## config.mk

```make
export PLATFORM = sky130hd
export DESIGN_NAME = fpstk_top
export DESIGN_NICKNAME = d
export VERILOG_FILES = /design/src/rtl/fpstk_pkg.sv /design/src/rtl/fpstk_decode.sv /design/src/rtl/fpstk_regs.sv /design/src/rtl/fpstk_ctrl.sv /design/src/rtl/fpstk_top.sv
export SDC_FILE = /design/constraint.sdc
export NUM_CORES = 1
export LEC_CHECK = 0
export ABC_AREA = 1
export BUFFER_PORTS_ARGS = -buffer_cell sky130_fd_sc_hd__buf_2
export CAP_MARGIN = 10
export CORE_ASPECT_RATIO = 1.75
export CORE_MARGIN = 2
export CORE_UTILIZATION = 25
export CTS_CLUSTER_DIAMETER = 120
export DETAILED_ROUTE_END_ITERATION = 12
export HOLD_SLACK_MARGIN = 0.03
export SYNTH_ARGS = -nofsm -noshare
export SYNTH_HDL_FRONTEND = slang
export SYNTH_SLANG_ARGS = --single-unit
```

## constraint.sdc

```tcl
create_clock -name clk -period 8.4 [get_ports clk]
set_clock_uncertainty 0.15 [all_clocks]
set_input_delay 2.1 -clock clk [delete_from_list [all_inputs] [get_ports clk]]
set_output_delay 2.1 -clock clk [all_outputs]
set_load 0.005 [all_outputs]
```

## src/rtl/fpstk_pkg.sv

```systemverilog
package fpstk_pkg;
    typedef enum logic [0:0] {
        ST_IDLE = 1'b0,
        ST_WAIT = 1'b1
    } ctl_state_t;

    localparam logic [7:0] OPC_MUL_TO_TOP  = 8'hD8;
    localparam logic [7:0] OPC_MUL_TO_IDX  = 8'hDC;
    localparam logic [7:0] OPC_MUL_POP     = 8'hDE;
    localparam logic [4:0] REG_FORM_PREFIX = 5'b11001;
endpackage

```

## src/rtl/fpstk_decode.sv

```systemverilog
module fpstk_decode
    import fpstk_pkg::*;
#(
    parameter int DEPTH = 8,
    localparam int PTR_W = $clog2(DEPTH)
) (
    input  logic [7:0]       op_hi,
    input  logic [7:0]       op_lo,
    input  logic [PTR_W-1:0] top,
    input  logic [DEPTH-1:0] tags,
    output logic             legal,
    output logic             pop,
    output logic             underflow,
    output logic [PTR_W-1:0] top_phys,
    output logic [PTR_W-1:0] idx_phys,
    output logic [PTR_W-1:0] dst_phys
);
    logic dst_is_idx;
    logic reg_form;

    always_comb begin
        reg_form   = (op_lo[7:3] == REG_FORM_PREFIX);
        top_phys   = top;
        idx_phys   = top + PTR_W'(op_lo[2:0]);
        legal      = 1'b0;
        pop        = 1'b0;
        dst_is_idx = 1'b0;
        case (op_hi)
            OPC_MUL_TO_TOP: legal = reg_form;
            OPC_MUL_TO_IDX: begin
                legal      = reg_form;
                dst_is_idx = 1'b1;
            end
            OPC_MUL_POP: begin
                legal      = reg_form;
                dst_is_idx = 1'b1;
                pop        = 1'b1;
            end
            default: legal = 1'b0;
        endcase
        dst_phys  = dst_is_idx ? idx_phys : top_phys;
        underflow = legal && (!tags[top_phys] || !tags[idx_phys]);
    end
endmodule

```

## src/rtl/fpstk_regs.sv

```systemverilog
module fpstk_regs #(
    parameter int DATA_W = 80,
    parameter int DEPTH  = 8,
    localparam int PTR_W = $clog2(DEPTH)
) (
    input  logic              clk,
    input  logic              rst_n,
    input  logic              push_en,
    input  logic [DATA_W-1:0] push_data,
    input  logic              wr_en,
    input  logic [PTR_W-1:0]  wr_idx,
    input  logic [DATA_W-1:0] wr_data,
    input  logic              pop_en,
    input  logic [PTR_W-1:0]  rd_a_idx,
    input  logic [PTR_W-1:0]  rd_b_idx,
    output logic [DATA_W-1:0] rd_a_data,
    output logic [DATA_W-1:0] rd_b_data,
    output logic [PTR_W-1:0]  top,
    output logic [DEPTH-1:0]  tags
);
    logic [DATA_W-1:0] mem [DEPTH];
    logic [PTR_W-1:0]  top_dn;

    assign top_dn    = top - PTR_W'(1);
    assign rd_a_data = mem[rd_a_idx];
    assign rd_b_data = mem[rd_b_idx];

    always_ff @(posedge clk) begin
        if (push_en) begin
            mem[top_dn] <= push_data;
        end else if (wr_en) begin
            mem[wr_idx] <= wr_data;
        end
    end

    always_ff @(posedge clk or negedge rst_n) begin
        if (!rst_n) begin
            top  <= '0;
            tags <= '0;
        end else if (push_en) begin
            top          <= top_dn;
            tags[top_dn] <= 1'b1;
        end else begin
            if (wr_en) begin
                tags[wr_idx] <= 1'b1;
            end
            if (pop_en) begin
                tags[top] <= 1'b0;
                top       <= top + PTR_W'(1);
            end
        end
    end
endmodule

```

## src/rtl/fpstk_ctrl.sv

```systemverilog
module fpstk_ctrl
    import fpstk_pkg::*;
#(
    parameter int DEPTH = 8,
    localparam int PTR_W = $clog2(DEPTH)
) (
    input  logic             clk,
    input  logic             rst_n,
    input  logic             op_valid,
    input  logic             load_valid,
    input  logic             dec_legal,
    input  logic             dec_pop,
    input  logic             dec_underflow,
    input  logic [PTR_W-1:0] dec_top_phys,
    input  logic [PTR_W-1:0] dec_idx_phys,
    input  logic [PTR_W-1:0] dec_dst_phys,
    input  logic             wb_valid,
    input  logic             wb_round_up,
    output logic             busy,
    output logic             push_en,
    output logic             wr_en,
    output logic             pop_en,
    output logic [PTR_W-1:0] wr_idx,
    output logic [PTR_W-1:0] rd_a_idx,
    output logic [PTR_W-1:0] rd_b_idx,
    output logic             pend_pop,
    output logic             underflow,
    output logic             c1
);
    ctl_state_t state, state_nx;
    logic       accept;
    logic       issue;
    logic       retire;

    assign accept = (state == ST_IDLE) && op_valid && dec_legal;
    assign issue  = accept && !dec_underflow;
    assign retire = (state == ST_WAIT) && wb_valid;

    always_comb begin
        state_nx = state;
        unique case (state)
            ST_IDLE: if (issue)  state_nx = ST_WAIT;
            ST_WAIT: if (retire) state_nx = ST_IDLE;
        endcase
    end

    always_ff @(posedge clk or negedge rst_n) begin
        if (!rst_n) state <= ST_IDLE;
        else        state <= state_nx;
    end

    always_ff @(posedge clk or negedge rst_n) begin
        if (!rst_n) begin
            wr_idx    <= '0;
            rd_a_idx  <= '0;
            rd_b_idx  <= '0;
            pend_pop  <= 1'b0;
            underflow <= 1'b0;
            c1        <= 1'b0;
        end else if (accept) begin
            underflow <= dec_underflow;
            if (dec_underflow) begin
                c1 <= 1'b0;
            end else begin
                wr_idx   <= dec_dst_phys;
                rd_a_idx <= dec_top_phys;
                rd_b_idx <= dec_idx_phys;
                pend_pop <= dec_pop;
            end
        end else if (retire) begin
            c1 <= wb_round_up;
        end
    end

    always_comb begin
        busy    = 1'b0;
        push_en = 1'b0;
        wr_en   = 1'b0;
        pop_en  = 1'b0;
        unique case (state)
            ST_IDLE: push_en = load_valid && !op_valid;
            ST_WAIT: begin
                busy   = 1'b1;
                wr_en  = wb_valid;
                pop_en = wb_valid && pend_pop;
            end
        endcase
    end
endmodule

```

## src/rtl/fpstk_top.sv

```systemverilog
module fpstk_top #(
    parameter int DATA_W = 80,
    parameter int DEPTH  = 8,
    localparam int PTR_W = $clog2(DEPTH)
) (
    input  logic              clk,
    input  logic              rst_n,
    input  logic              load_valid,
    input  logic [DATA_W-1:0] load_data,
    input  logic              op_valid,
    input  logic [7:0]        op_hi,
    input  logic [7:0]        op_lo,
    input  logic              wb_valid,
    input  logic [DATA_W-1:0] wb_data,
    input  logic              wb_round_up,
    output logic              busy,
    output logic [DATA_W-1:0] opnd_top_data,
    output logic [DATA_W-1:0] opnd_idx_data,
    output logic              stk_underflow,
    output logic              c1,
    output logic [PTR_W-1:0]  top_ptr,
    output logic [DEPTH-1:0]  tag_vec
);
    logic             dec_legal, dec_pop, dec_underflow;
    logic [PTR_W-1:0] dec_top_phys, dec_idx_phys, dec_dst_phys;
    logic             push_en, wr_en, pop_en, pend_pop;
    logic [PTR_W-1:0] wr_idx, rd_a_idx, rd_b_idx;

    fpstk_decode #(.DEPTH(DEPTH)) u_dec (
        .op_hi     (op_hi),
        .op_lo     (op_lo),
        .top       (top_ptr),
        .tags      (tag_vec),
        .legal     (dec_legal),
        .pop       (dec_pop),
        .underflow (dec_underflow),
        .top_phys  (dec_top_phys),
        .idx_phys  (dec_idx_phys),
        .dst_phys  (dec_dst_phys)
    );

    fpstk_ctrl #(.DEPTH(DEPTH)) u_ctrl (
        .clk           (clk),
        .rst_n         (rst_n),
        .op_valid      (op_valid),
        .load_valid    (load_valid),
        .dec_legal     (dec_legal),
        .dec_pop       (dec_pop),
        .dec_underflow (dec_underflow),
        .dec_top_phys  (dec_top_phys),
        .dec_idx_phys  (dec_idx_phys),
        .dec_dst_phys  (dec_dst_phys),
        .wb_valid      (wb_valid),
        .wb_round_up   (wb_round_up),
        .busy          (busy),
        .push_en       (push_en),
        .wr_en         (wr_en),
        .pop_en        (pop_en),
        .wr_idx        (wr_idx),
        .rd_a_idx      (rd_a_idx),
        .rd_b_idx      (rd_b_idx),
        .pend_pop      (pend_pop),
        .underflow     (stk_underflow),
        .c1            (c1)
    );

    fpstk_regs #(.DATA_W(DATA_W), .DEPTH(DEPTH)) u_regs (
        .clk       (clk),
        .rst_n     (rst_n),
        .push_en   (push_en),
        .push_data (load_data),
        .wr_en     (wr_en),
        .wr_idx    (wr_idx),
        .wr_data   (wb_data),
        .pop_en    (pop_en),
        .rd_a_idx  (rd_a_idx),
        .rd_b_idx  (rd_b_idx),
        .rd_a_data (opnd_top_data),
        .rd_b_data (opnd_idx_data),
        .top       (top_ptr),
        .tags      (tag_vec)
    );
endmodule

```

==> summary.txt <==
Status
  – Status: finished, final reports clean

Synth
  – Synth unique cells: 33
  – Post-Syn Area per Cell: between 9 and 10 µm²
  – Syn nets: 3610
  – Mapped Area: 33000 µm²
  – Ys Warns: 0
  – Async SR Flop Fraction: 3.61%
  – Seq/Total Area, Yosys: between 60% and 70%
  – Post-synth EDFFs: 640
  – Ys flop type: edfxtp_1
  – Post-synthesis sequential element count: around 660
  – Cells after Synth: roughly 3400

Routing
  – Post-DR wirelength/cell: 19.2 µm
  – Post-route ant nets: 0
  – M1 wire length: ~43000 µm
  – Vias per cell: roughly 4.9
  – Initial DRC Count: around 2100
  – Final wirelength: between 100000 and 150000 µm
  – WL met2: 50000 µm
  – 1st-pass router iterations: 6
  – Routed vias: about 26000
  – Number of remaining DRC errors: 0
  – Max Used Layer: met4
  – Metal3 WL: roughly 7500 µm

Setup path
  – RR Endpoint: u_regs.mem[1][47]
  – R2R setup slack: between 4000 and 5000 ps
  – Max Fanout on Critical Path: ~140
  – Crit path DAT: 3760 ps
  – Crit. End Element: primary output
  – Crit Path Class: flop to primary output
  – Startpoint class of the critical path: flop
  – FF-to-FF Start: u_ctrl.state
  – Req. time, crit path: ~6200 ps
  – R2r worst-path depth: 7

Timing
  – Period utilization: between 70 and 80%
  – Slew HR: between 20% and 30%
  – Crit path time final: 6010 ps
  – Fmax: 166 MHz
  – Max-slew violation count: 0
  – Worst Tran Pin Value: roughly 1100 ps
  – Total negative slack: 0 ps
  – Unrepaired setup endpoints after global routing: no
  – Setup-failing EPs final: 0
  – Final WS setup: ~2400 ps
  – Final Hold Slack: ~330 ps
  – Endpoints failing hold: 0

Global routing
  – GRT Resource Usage Total: between 10% and 20%
  – First-pass GRT wire length: between 150000 and 200000 µm
  – Largest net degree at the start of global routing: roughly 200
  – GRT Residual Overflow: 0
  – Number of global-route vias before repair: 25400
  – Initial antenna violation count: 4

Clock tree
  – Clock Root Buffer: clkbuf_16
  – CTS tree: done
  – TritonCTS Buffers: 72
  – Postcts setup bufs: 0
  – Clk sinks: between 600 and 700
  – Cts repair resizes: 0
  – Hold buffers post-CTS: 0
  – Clock buffer depth: 3
  – H-tree lvl count: 3
  – Worst skew pair latency: ~660 ps
  – Clock Pin Slew Worst Setup and Hold Paths: 70 ps

Cells and area
  – Final Util: ~30%
  – Most frequent cells in the layout: edfxtp_1, nand2_1, o21ai_0
  – Final Cell Area: 38500 µm²
  – Layout cells sized above 1: between 15 and 20%
  – Non-filler instance count after layout: 5370
  – # nets final: approximately 3800
  – Most common cell after layout, fill and taps aside: edfxtp_1
  – Area delta synth->final: 16.7%
  – FILL cells: 13500

Placement
  – Post-DP HPWL: 60600 µm
  – Placed insts: between 5000 and 6000
  – GP Congestion: 0.802
  – Dpl ws: 2610 ps
  – IO Port Bufs: 355
  – Placed inst area: around 36000 µm²

Min path
  – HP Start: u_ctrl.pend_pop
  – Hold Path Depth: 2
  – Worst Hold Endpoint: u_ctrl.pend_pop
  – Hold Crit Class: flop to flop

Power and ir drop
  – Static leakage: about 13 nW
  – Worst vdd ir: roughly 170 µV
  – Power per cell area: roughly 220 nW/µm²
  – Total power: approximately 8.5 mW

Floorplan
  – Row cnt: 176
  – Core area: between 100000 and 150000 µm²
  – Chip height: ~480 µm
  – I/O Pins: ~360
  – Die Span X: 279 µm
  – DIE AREA: 135000 µm²
  – Initial Utilization: between 20% and 30%

Job
  – Max-cap violations: 0
## cell usage after synthesis (5+ instances only)
cell | instances | area, µm²
o21ai_0 | 375 | 1880
o211ai_1 | 160 | 1200
buf_4 | 9 | 67.6
buf_1 | 10 | 37.5
a21oi_2 | 30 | 263
a31oi_1 | 161 | 1010
edfxtp_1 | 640 | 19200
clkbuf_1 | 124 | 465
buf_6 | 18 | 203
o21ai_1 | 288 | 1440
inv_1 | 279 | 1050
buf_2 | 102 | 510
inv_2 | 5 | 18.8
nor2_1 | 340 | 1280
dfrtp_1 | 24 | 601
nand3_1 | 30 | 150
clkbuf_2 | 9 | 45.0
a21oi_1 | 293 | 1470
nand2_1 | 507 | 1900
## registers in the layout, indices dropped and copies added (netlist names)
| signal | count |
|---|---|
| u_ctrl.pend_pop | 1 |
| u_ctrl.state | 1 |
| u_ctrl.underflow | 1 |
| u_regs.top | 3 |
| u_ctrl.rd_b_idx | 3 |
| u_ctrl.wr_idx | 3 |
| u_ctrl.rd_a_idx | 3 |
| u_regs.mem | 640 |
| u_ctrl.c1 | 1 |
| u_regs.tags | 8 |
## final cells by class
class	instances	area [µm²]	share of cell area (%)
clock inverters	43	537	1.39
clock buffers	88	1900	4.95
repair buffers	393	2170	5.65
inverters	284	1080	2.82
diodes	3	7.51	0.0195
flip-flops and latches	664	19800	51.5
well taps	1691	2120	5.50
multi-input cells	2204	10800	28.1
## critical path: stages, from the launching register on
cell and delay [ps]:
dfrtp_4 730, buf_12 420, buf_4 750, o21ai_0 190, o21ai_1 180, nor2_1 60
a31oi_1 330, buf_2 200
## per-layer routing
layer	up-vias	track usage, %
met1	12700	18.4
met4	0	5.52
met2	1002	25.4
met3	150	3.01
li1	12600	-
met5	-	0
## power breakdown
part	internal (mW)	switching [mW]
clock network	1.94	1.37
registers	4.03	0.115
logic	0.283	0.807
total	6.26	2.29
## worst max-delay path by stage
stage,from,endpoint,depth (start not counted)
detailed placement,wb_valid,u_regs.mem[1][47],8
finish,u_ctrl.rd_a_idx[0],opnd_top_data[52],7
global route,u_ctrl.rd_a_idx[0],opnd_top_data[52],7
global placement,wb_valid,u_regs.mem[1][45],8
floorplan,wb_valid,u_regs.mem[4][0],6
CTS,u_ctrl.rd_a_idx[0],opnd_top_data[9],7
## kinds of logic after synthesis
logic type,count (synthesis),synth area share (%)
AO/OA/AOI/OAI,1312,22.1
AND/OR/NAND/NOR,887,10.3
flip-flops,664,60.1
buffers and inverters,556,7.26
adder cells (fa/ha/maj),4,0.175
XOR/XNOR,1,0.0266
Power figures use the tool's default switching activity.
